**src/rtl/dce_pkg.sv**
```systemverilog
package dce_pkg;
  localparam int unsigned NUM_CH   = 64;
  localparam int unsigned BUS_W    = 32;
  localparam int unsigned LANES    = BUS_W / 8;
  localparam int unsigned WA_W     = 6;

  // word addresses (byte offset >> 2)
  localparam logic [WA_W-1:0] WA_REQ_HI = 6'h02;
  localparam logic [WA_W-1:0] WA_REQ_LO = 6'h03;
  localparam logic [WA_W-1:0] WA_ERR_HI = 6'h04;
  localparam logic [WA_W-1:0] WA_ERR_LO = 6'h05;
  localparam logic [WA_W-1:0] WA_CMD    = 6'h06;

  // command byte lanes within the command word
  typedef enum logic [1:0] {
    LANE_ERR_SET = 2'd0,
    LANE_ERR_CLR = 2'd1,
    LANE_REQ_SET = 2'd2,
    LANE_REQ_CLR = 2'd3
  } cmd_lane_e;
endpackage

```
**src/rtl/dce_chan_decode.sv**
```systemverilog
module dce_chan_decode #(
  parameter int unsigned NCH = 64,
  localparam int unsigned CW = $clog2(NCH)
) (
  input  logic           clk,
  input  logic           rst_n,
  input  logic           valid,
  input  logic [CW:0]    cmd,     // [CW] all-channels, [CW-1:0] channel
  output logic [NCH-1:0] mask
);
  logic all_sel;
  logic [CW-1:0] ch_sel;

  assign all_sel = cmd[CW];
  assign ch_sel  = cmd[CW-1:0];

  for (genvar i = 0; i < NCH; i++) begin : g_bit
    assign mask[i] = valid & (all_sel | (ch_sel == CW'(i)));
  end

  // a command selects nothing, one channel, or every channel
  a_r4_mask_shape: assert property (@(posedge clk) disable iff (!rst_n)
    ($countones(mask) <= 1) || (&mask));
endmodule

```
**src/rtl/dce_bitmap_reg.sv**
```systemverilog
module dce_bitmap_reg #(
  parameter int unsigned NCH = 64,
  localparam int unsigned HALF = NCH / 2,
  localparam int unsigned NL   = HALF / 8
) (
  input  logic            clk,
  input  logic            rst_n,
  input  logic            wr_hi,
  input  logic            wr_lo,
  input  logic [HALF-1:0] wdata,
  input  logic [NL-1:0]   be,
  input  logic [NCH-1:0]  set_mask,
  input  logic [NCH-1:0]  clr_mask,
  input  logic [NCH-1:0]  auto_clr,
  output logic [NCH-1:0]  q
);
  logic [HALF-1:0] lane_mask;
  logic [NCH-1:0]  word_mask;
  logic [NCH-1:0]  q_nxt;
  logic            q_en;

  for (genvar k = 0; k < NL; k++) begin : g_lane
    assign lane_mask[8*k +: 8] = {8{be[k]}};
  end

  assign word_mask = {(wr_hi ? lane_mask : '0), (wr_lo ? lane_mask : '0)};

  // priority, lowest first: word write, set, clear, completion clear
  always_comb begin
    q_nxt = (q & ~word_mask) | ({wdata, wdata} & word_mask);
    q_nxt = q_nxt | set_mask;
    q_nxt = q_nxt & ~clr_mask;
    q_nxt = q_nxt & ~auto_clr;
  end

  assign q_en = (|word_mask) | (|set_mask) | (|clr_mask) | (|auto_clr);

  always_ff @(posedge clk or negedge rst_n) begin
    if (!rst_n)    q <= '0;
    else if (q_en) q <= q_nxt;
  end

  // a set not overridden lands as 1
  a_r4_set_lands: assert property (@(posedge clk) disable iff (!rst_n)
    (|(set_mask & ~clr_mask & ~auto_clr)) |=>
    ((q & $past(set_mask & ~clr_mask & ~auto_clr)) == $past(set_mask & ~clr_mask & ~auto_clr)));

  // clear and completion clear always win
  a_r7_clear_wins: assert property (@(posedge clk) disable iff (!rst_n)
    (|(clr_mask | auto_clr)) |=> ((q & $past(clr_mask | auto_clr)) == '0));

  // no activity, no change
  a_r3_hold: assert property (@(posedge clk) disable iff (!rst_n)
    (!wr_hi && !wr_lo && set_mask == '0 && clr_mask == '0 && auto_clr == '0) |=> $stable(q));
endmodule

```
**src/rtl/dce_irq_combine.sv**
```systemverilog
module dce_irq_combine #(
  parameter int unsigned NCH = 64
) (
  input  logic [NCH-1:0] flag,
  input  logic [NCH-1:0] enable,
  output logic [NCH-1:0] irq,
  output logic           irq_any
);
  assign irq     = flag & enable;
  assign irq_any = |irq;
endmodule

```
**src/rtl/dma_chan_enable_regs.sv**
```systemverilog
module dma_chan_enable_regs
  import dce_pkg::*;
#(
  parameter int unsigned NCH = NUM_CH,
  localparam int unsigned HALF = NCH / 2,
  localparam int unsigned NL   = HALF / 8,
  localparam int unsigned CW   = $clog2(NCH)
) (
  input  logic            clk,
  input  logic            rst_n,
  input  logic            bus_wr,
  input  logic            bus_rd,
  input  logic [7:2]      bus_addr,
  input  logic [HALF-1:0] bus_wdata,
  input  logic [NL-1:0]   bus_be,
  output logic [HALF-1:0] bus_rdata,
  input  logic [NCH-1:0]  chan_err,
  input  logic [NCH-1:0]  chan_done,
  input  logic [NCH-1:0]  chan_done_dis,
  output logic [NCH-1:0]  req_en,
  output logic [NCH-1:0]  err_irq,
  output logic            err_irq_any
);
  // reset: asserted asynchronously, released on the clock
  logic rst_s1, rst_s2;
  always_ff @(posedge clk or negedge rst_n) begin
    if (!rst_n) begin
      rst_s1 <= 1'b0;
      rst_s2 <= 1'b0;
    end else begin
      rst_s1 <= 1'b1;
      rst_s2 <= rst_s1;
    end
  end

  logic wr_req_hi, wr_req_lo, wr_err_hi, wr_err_lo, wr_cmd;
  assign wr_req_hi = bus_wr && (bus_addr == WA_REQ_HI);
  assign wr_req_lo = bus_wr && (bus_addr == WA_REQ_LO);
  assign wr_err_hi = bus_wr && (bus_addr == WA_ERR_HI);
  assign wr_err_lo = bus_wr && (bus_addr == WA_ERR_LO);
  assign wr_cmd    = bus_wr && (bus_addr == WA_CMD);

  // one decoder per command byte lane
  logic [NCH-1:0] lane_mask [4];
  for (genvar k = 0; k < 4; k++) begin : g_cmd
    dce_chan_decode #(.NCH(NCH)) u_dec (
      .clk   (clk),
      .rst_n (rst_s2),
      .valid (wr_cmd & bus_be[k]),
      .cmd   (bus_wdata[8*k +: CW+1]),
      .mask  (lane_mask[k])
    );
  end

  logic [NCH-1:0] err_en, auto_clr;
  assign auto_clr = chan_done & chan_done_dis;

  dce_bitmap_reg #(.NCH(NCH)) u_err_map (
    .clk      (clk),
    .rst_n    (rst_s2),
    .wr_hi    (wr_err_hi),
    .wr_lo    (wr_err_lo),
    .wdata    (bus_wdata),
    .be       (bus_be),
    .set_mask (lane_mask[LANE_ERR_SET]),
    .clr_mask (lane_mask[LANE_ERR_CLR]),
    .auto_clr ('0),
    .q        (err_en)
  );

  dce_bitmap_reg #(.NCH(NCH)) u_req_map (
    .clk      (clk),
    .rst_n    (rst_s2),
    .wr_hi    (wr_req_hi),
    .wr_lo    (wr_req_lo),
    .wdata    (bus_wdata),
    .be       (bus_be),
    .set_mask (lane_mask[LANE_REQ_SET]),
    .clr_mask (lane_mask[LANE_REQ_CLR]),
    .auto_clr (auto_clr),
    .q        (req_en)
  );

  dce_irq_combine #(.NCH(NCH)) u_irq (
    .flag    (chan_err),
    .enable  (err_en),
    .irq     (err_irq),
    .irq_any (err_irq_any)
  );

  always_comb begin
    bus_rdata = '0;
    if (bus_rd) begin
      case (bus_addr)
        WA_REQ_HI: bus_rdata = req_en[NCH-1:HALF];
        WA_REQ_LO: bus_rdata = req_en[HALF-1:0];
        WA_ERR_HI: bus_rdata = err_en[NCH-1:HALF];
        WA_ERR_LO: bus_rdata = err_en[HALF-1:0];
        default:   bus_rdata = '0;
      endcase
    end
  end

  // combined interrupt needs a flagged, enabled channel
  a_r8_any_has_source: assert property (@(posedge clk) disable iff (!rst_s2)
    err_irq_any |-> (|(chan_err & err_en)));

  // completion with the option set drops the request enable
  a_r9_done_clears: assert property (@(posedge clk) disable iff (!rst_s2)
    (|(chan_done & chan_done_dis)) |=> ((req_en & $past(chan_done & chan_done_dis)) == '0));

  // command word never reads back
  a_r6_cmd_reads_zero: assert property (@(posedge clk) disable iff (!rst_s2)
    (bus_rd && bus_addr == WA_CMD) |-> (bus_rdata == '0));
endmodule

```
**config.mk**
```make
export PLATFORM = sky130hd
export DESIGN_NAME = dma_chan_enable_regs
export DESIGN_NICKNAME = d
export VERILOG_FILES = /design/src/rtl/dce_pkg.sv /design/src/rtl/dce_chan_decode.sv /design/src/rtl/dce_bitmap_reg.sv /design/src/rtl/dce_irq_combine.sv /design/src/rtl/dma_chan_enable_regs.sv
export SDC_FILE = /design/constraint.sdc
export NUM_CORES = 1
export LEC_CHECK = 0
export ABC_AREA = 1
export BUFFER_PORTS_ARGS = -buffer_cell sky130_fd_sc_hd__buf_2
export CORE_ASPECT_RATIO = 1.1
export CORE_UTILIZATION = 45
export DETAILED_ROUTE_END_ITERATION = 16
export PLACE_DENSITY = 0.81
export SLEW_MARGIN = 25
export SYNTH_ARGS = -nofsm -noshare
export SYNTH_HDL_FRONTEND = slang
export SYNTH_SLANG_ARGS = --single-unit
```
**constraint.sdc**
```tcl
create_clock -name clk -period 8.41 [get_ports clk]
set_input_delay 0.4205 -clock clk [delete_from_list [all_inputs] [get_ports clk]]
set_output_delay 0.4205 -clock clk [all_outputs]
set_load 0.005 [all_outputs]
```
==> run metrics <==
RSZ-0062 raised after global routing=false; most common cell after layout, fill and taps aside=nand2_1; Syn Inst Count=2,245; buffers plus inverters on the worst setup path=3; CP max stage delay=0.59 ns; Clock Skews=0.00895 ns; initial antenna violation count=1; Max Root-Sink Buffers=2; Final GP Congestion=1.03; drt drc=0; CP max-delay cell=buf_4; Crit path max-delay family=simple AND/OR/NAND/NOR gates; clk sinks=130; Core Region=0.0264 mm^2; Hold Path Class=input port to register; hold_buf cts=1; pin count of the biggest net entering global routing=77; clock-pin slew on the worst setup and hold paths=0.07 ns; post-cts sizing count=0; # IOs=399; CP most frequent cell=nand2_1; die area=0.0278 mm^2; grt ovf=0; final hold vios=0; Worst VDD drop=106 uV; routed wire length per instance=18.2 um; Power Density=132 mW/mm^2; # port buffers=398; Final Setup Violations=0; Die W=159 um; vias in the first global route=14,400; status=finished clean; post-synthesis register bit count=130; area delta synth->final=20.8%; distinct cell type count after synthesis=27; dpl cell area=0.0141 mm^2; CTS Buf Count=17; fmax=0.381 GHz; fin crit share=31.2%; Max-Cap Viols=0; Final min period=2.62 ns; post-synth top area cell=nand2_1; antenna viol nets, final=0; Slew Limit Fails=0; most frequent cells in the layout=1,021 x nand2_1, 398 x buf_2, 256 x inv_1, 185 x nand3_1, 168 x o21ai_0; leakage power=8.79 nW; syn nets=2,483; setup TNS=0 ns; Critical Path Fanout Max=68; worst slew pin tran=1.06 ns; drt pass-1 iters=7; ranking of synthesized cells by area=nand2_1 31%, dfrtp_1 27%, inv_1 7.9%, nand3_1 7.6%, o21ai_0 6.9%; synth warn=0; Setup crit end kind=primary output; worst path cell trace=buf_2 > nor2_2 > nand2_1 > nor2_4 > buf_4 > nand2_1 > nand2_1 > nor2_1 > nor2_1 > buf_2; Worst setup SP type=input port; first-pass GRT wire length=79.6 mm; Post-synth ARST share=100%; row cnt=62; slew margin rel.=29.3%; NumNets Final=2,770; Post-Syn Area=0.0122 mm^2; initial core utilization=46.3%; vias=16,100; Arr. time, crit path=2.20 ns; Design Area, Final=0.0148 mm^2; initial DRC count=2,337; clk root buf=clkbuf_16; worst-skew pair later-pin latency=0.44 ns; Critical Path RT=7.99 ns; GRT Util Overall=37.0%; sequential cell area fraction in the yosys report=26.6%; Post-CTS Setup Bufs=0; number of flops mapped to enable cells by yosys=0; Mean Syn Cell Area=5.44 um^2; Vias/cell=5.55; fraction of layout cells with a size suffix above 1=18.2%; Max H-tree Level=4; DPL Wire Length=39.8 mm; CTS tree=built; Routed WL=52.7 mm; area share of the largest cell type after synthesis=31.4%; Die Y=175 um; final design utilization=55.9%; crit path kind=input port to primary output; Post-synth top flop=dfrtp_1
[worst min-delay path, stage by stage]
cell	delay [ns]
buf_2	0.07
nand2_1	0.04
nand2_1	0.05
nor2_1	0.04
[Yosys cell counts, types with 6 or more instances]
library cell / n
nor2_2: 6
o21ai_0: 168
dfrtp_1: 130
a21boi_1: 7
clkbuf_1: 92
buf_2: 40
a21oi_1: 31
nand2_1: 1021
nand3_1: 185
inv_1: 257
inv_2: 6
a21boi_0: 26
nor2_1: 154
nand4_1: 97
[path summary, 6_finish.rpt]
path	from	depth (start not counted)	slack, ns	endpoint
max	bus_addr[7]	10	5.79	bus_rdata[24]
min	chan_done_dis[39]	4	0.21	u_req_map.q[39]
max reg2reg	rst_s2	1	6.83	u_err_map.q[44]
min reg2reg	rst_s1	0	0.36	rst_s2
max in group asynchronous	rst_s2	1	6.83	u_err_map.q[44]
min in group asynchronous	rst_n	2	0.29	rst_s2
[stage by stage]
step	hold WS (ns)	total power [W]	instances	setup WS, ns
2_1_floorplan	0.125	0.000978	2245	4.52
3_3_place_gp	0.211	0.00118	2864	5.85
3_5_place_dp	0.211	0.00118	2864	5.81
4_1_cts	0.214	0.00193	2897	5.86
5_1_grt	0.233	0.00203	2898	5.65
6_report	0.213	0.00194	2898	5.79
[metal layers]
layer	up-vias	routed length [um]	global-route usage (%)
met2	1116	24300	60.8
met5	-	0	0
met1	7209	20200	47.2
li1	7587	-	-
met4	0	2790	20.0
met3	182	5470	5.22
[power breakdown]
part | leakage [nW] | switching (W) | total (W) | internal (W)
logic | 6.75 | 0.000284 | 0.000435 | 0.000151
registers | 1.77 | 0.0000730 | 0.000749 | 0.000676
clock network | 0.274 | 0.000317 | 0.000757 | 0.000440
total | 8.79 | 0.000674 | 0.00194 | 0.00127
[state kept, by name, indices dropped and copies added, names as in the netlist]
name         cells
rst_s1           1
u_req_map.q     64
rst_s2           1
u_err_map.q     64
[final cells by class]
type / count / area [um^2]
multi-input cells: 1709 / 7380
diodes: 1 / 2.50
clock buffers: 18 / 429
clock inverters: 14 / 156
repair buffers: 411 / 2100
flip-flops and latches: 130 / 3260
fillers: 2763 / 11600
inverters: 263 / 987
well taps: 352 / 440
[cell families after synthesis]
| group | share of synthesized area [%] |
|---|---|
| other | 0.0307 |
| and+or+nand+nor | 49.7 |
| buffers and inverters | 13.1 |
| AOI/OAI and AO/OA | 10.5 |
| DFF | 26.6 |
Power figures use the tool's default switching activity.
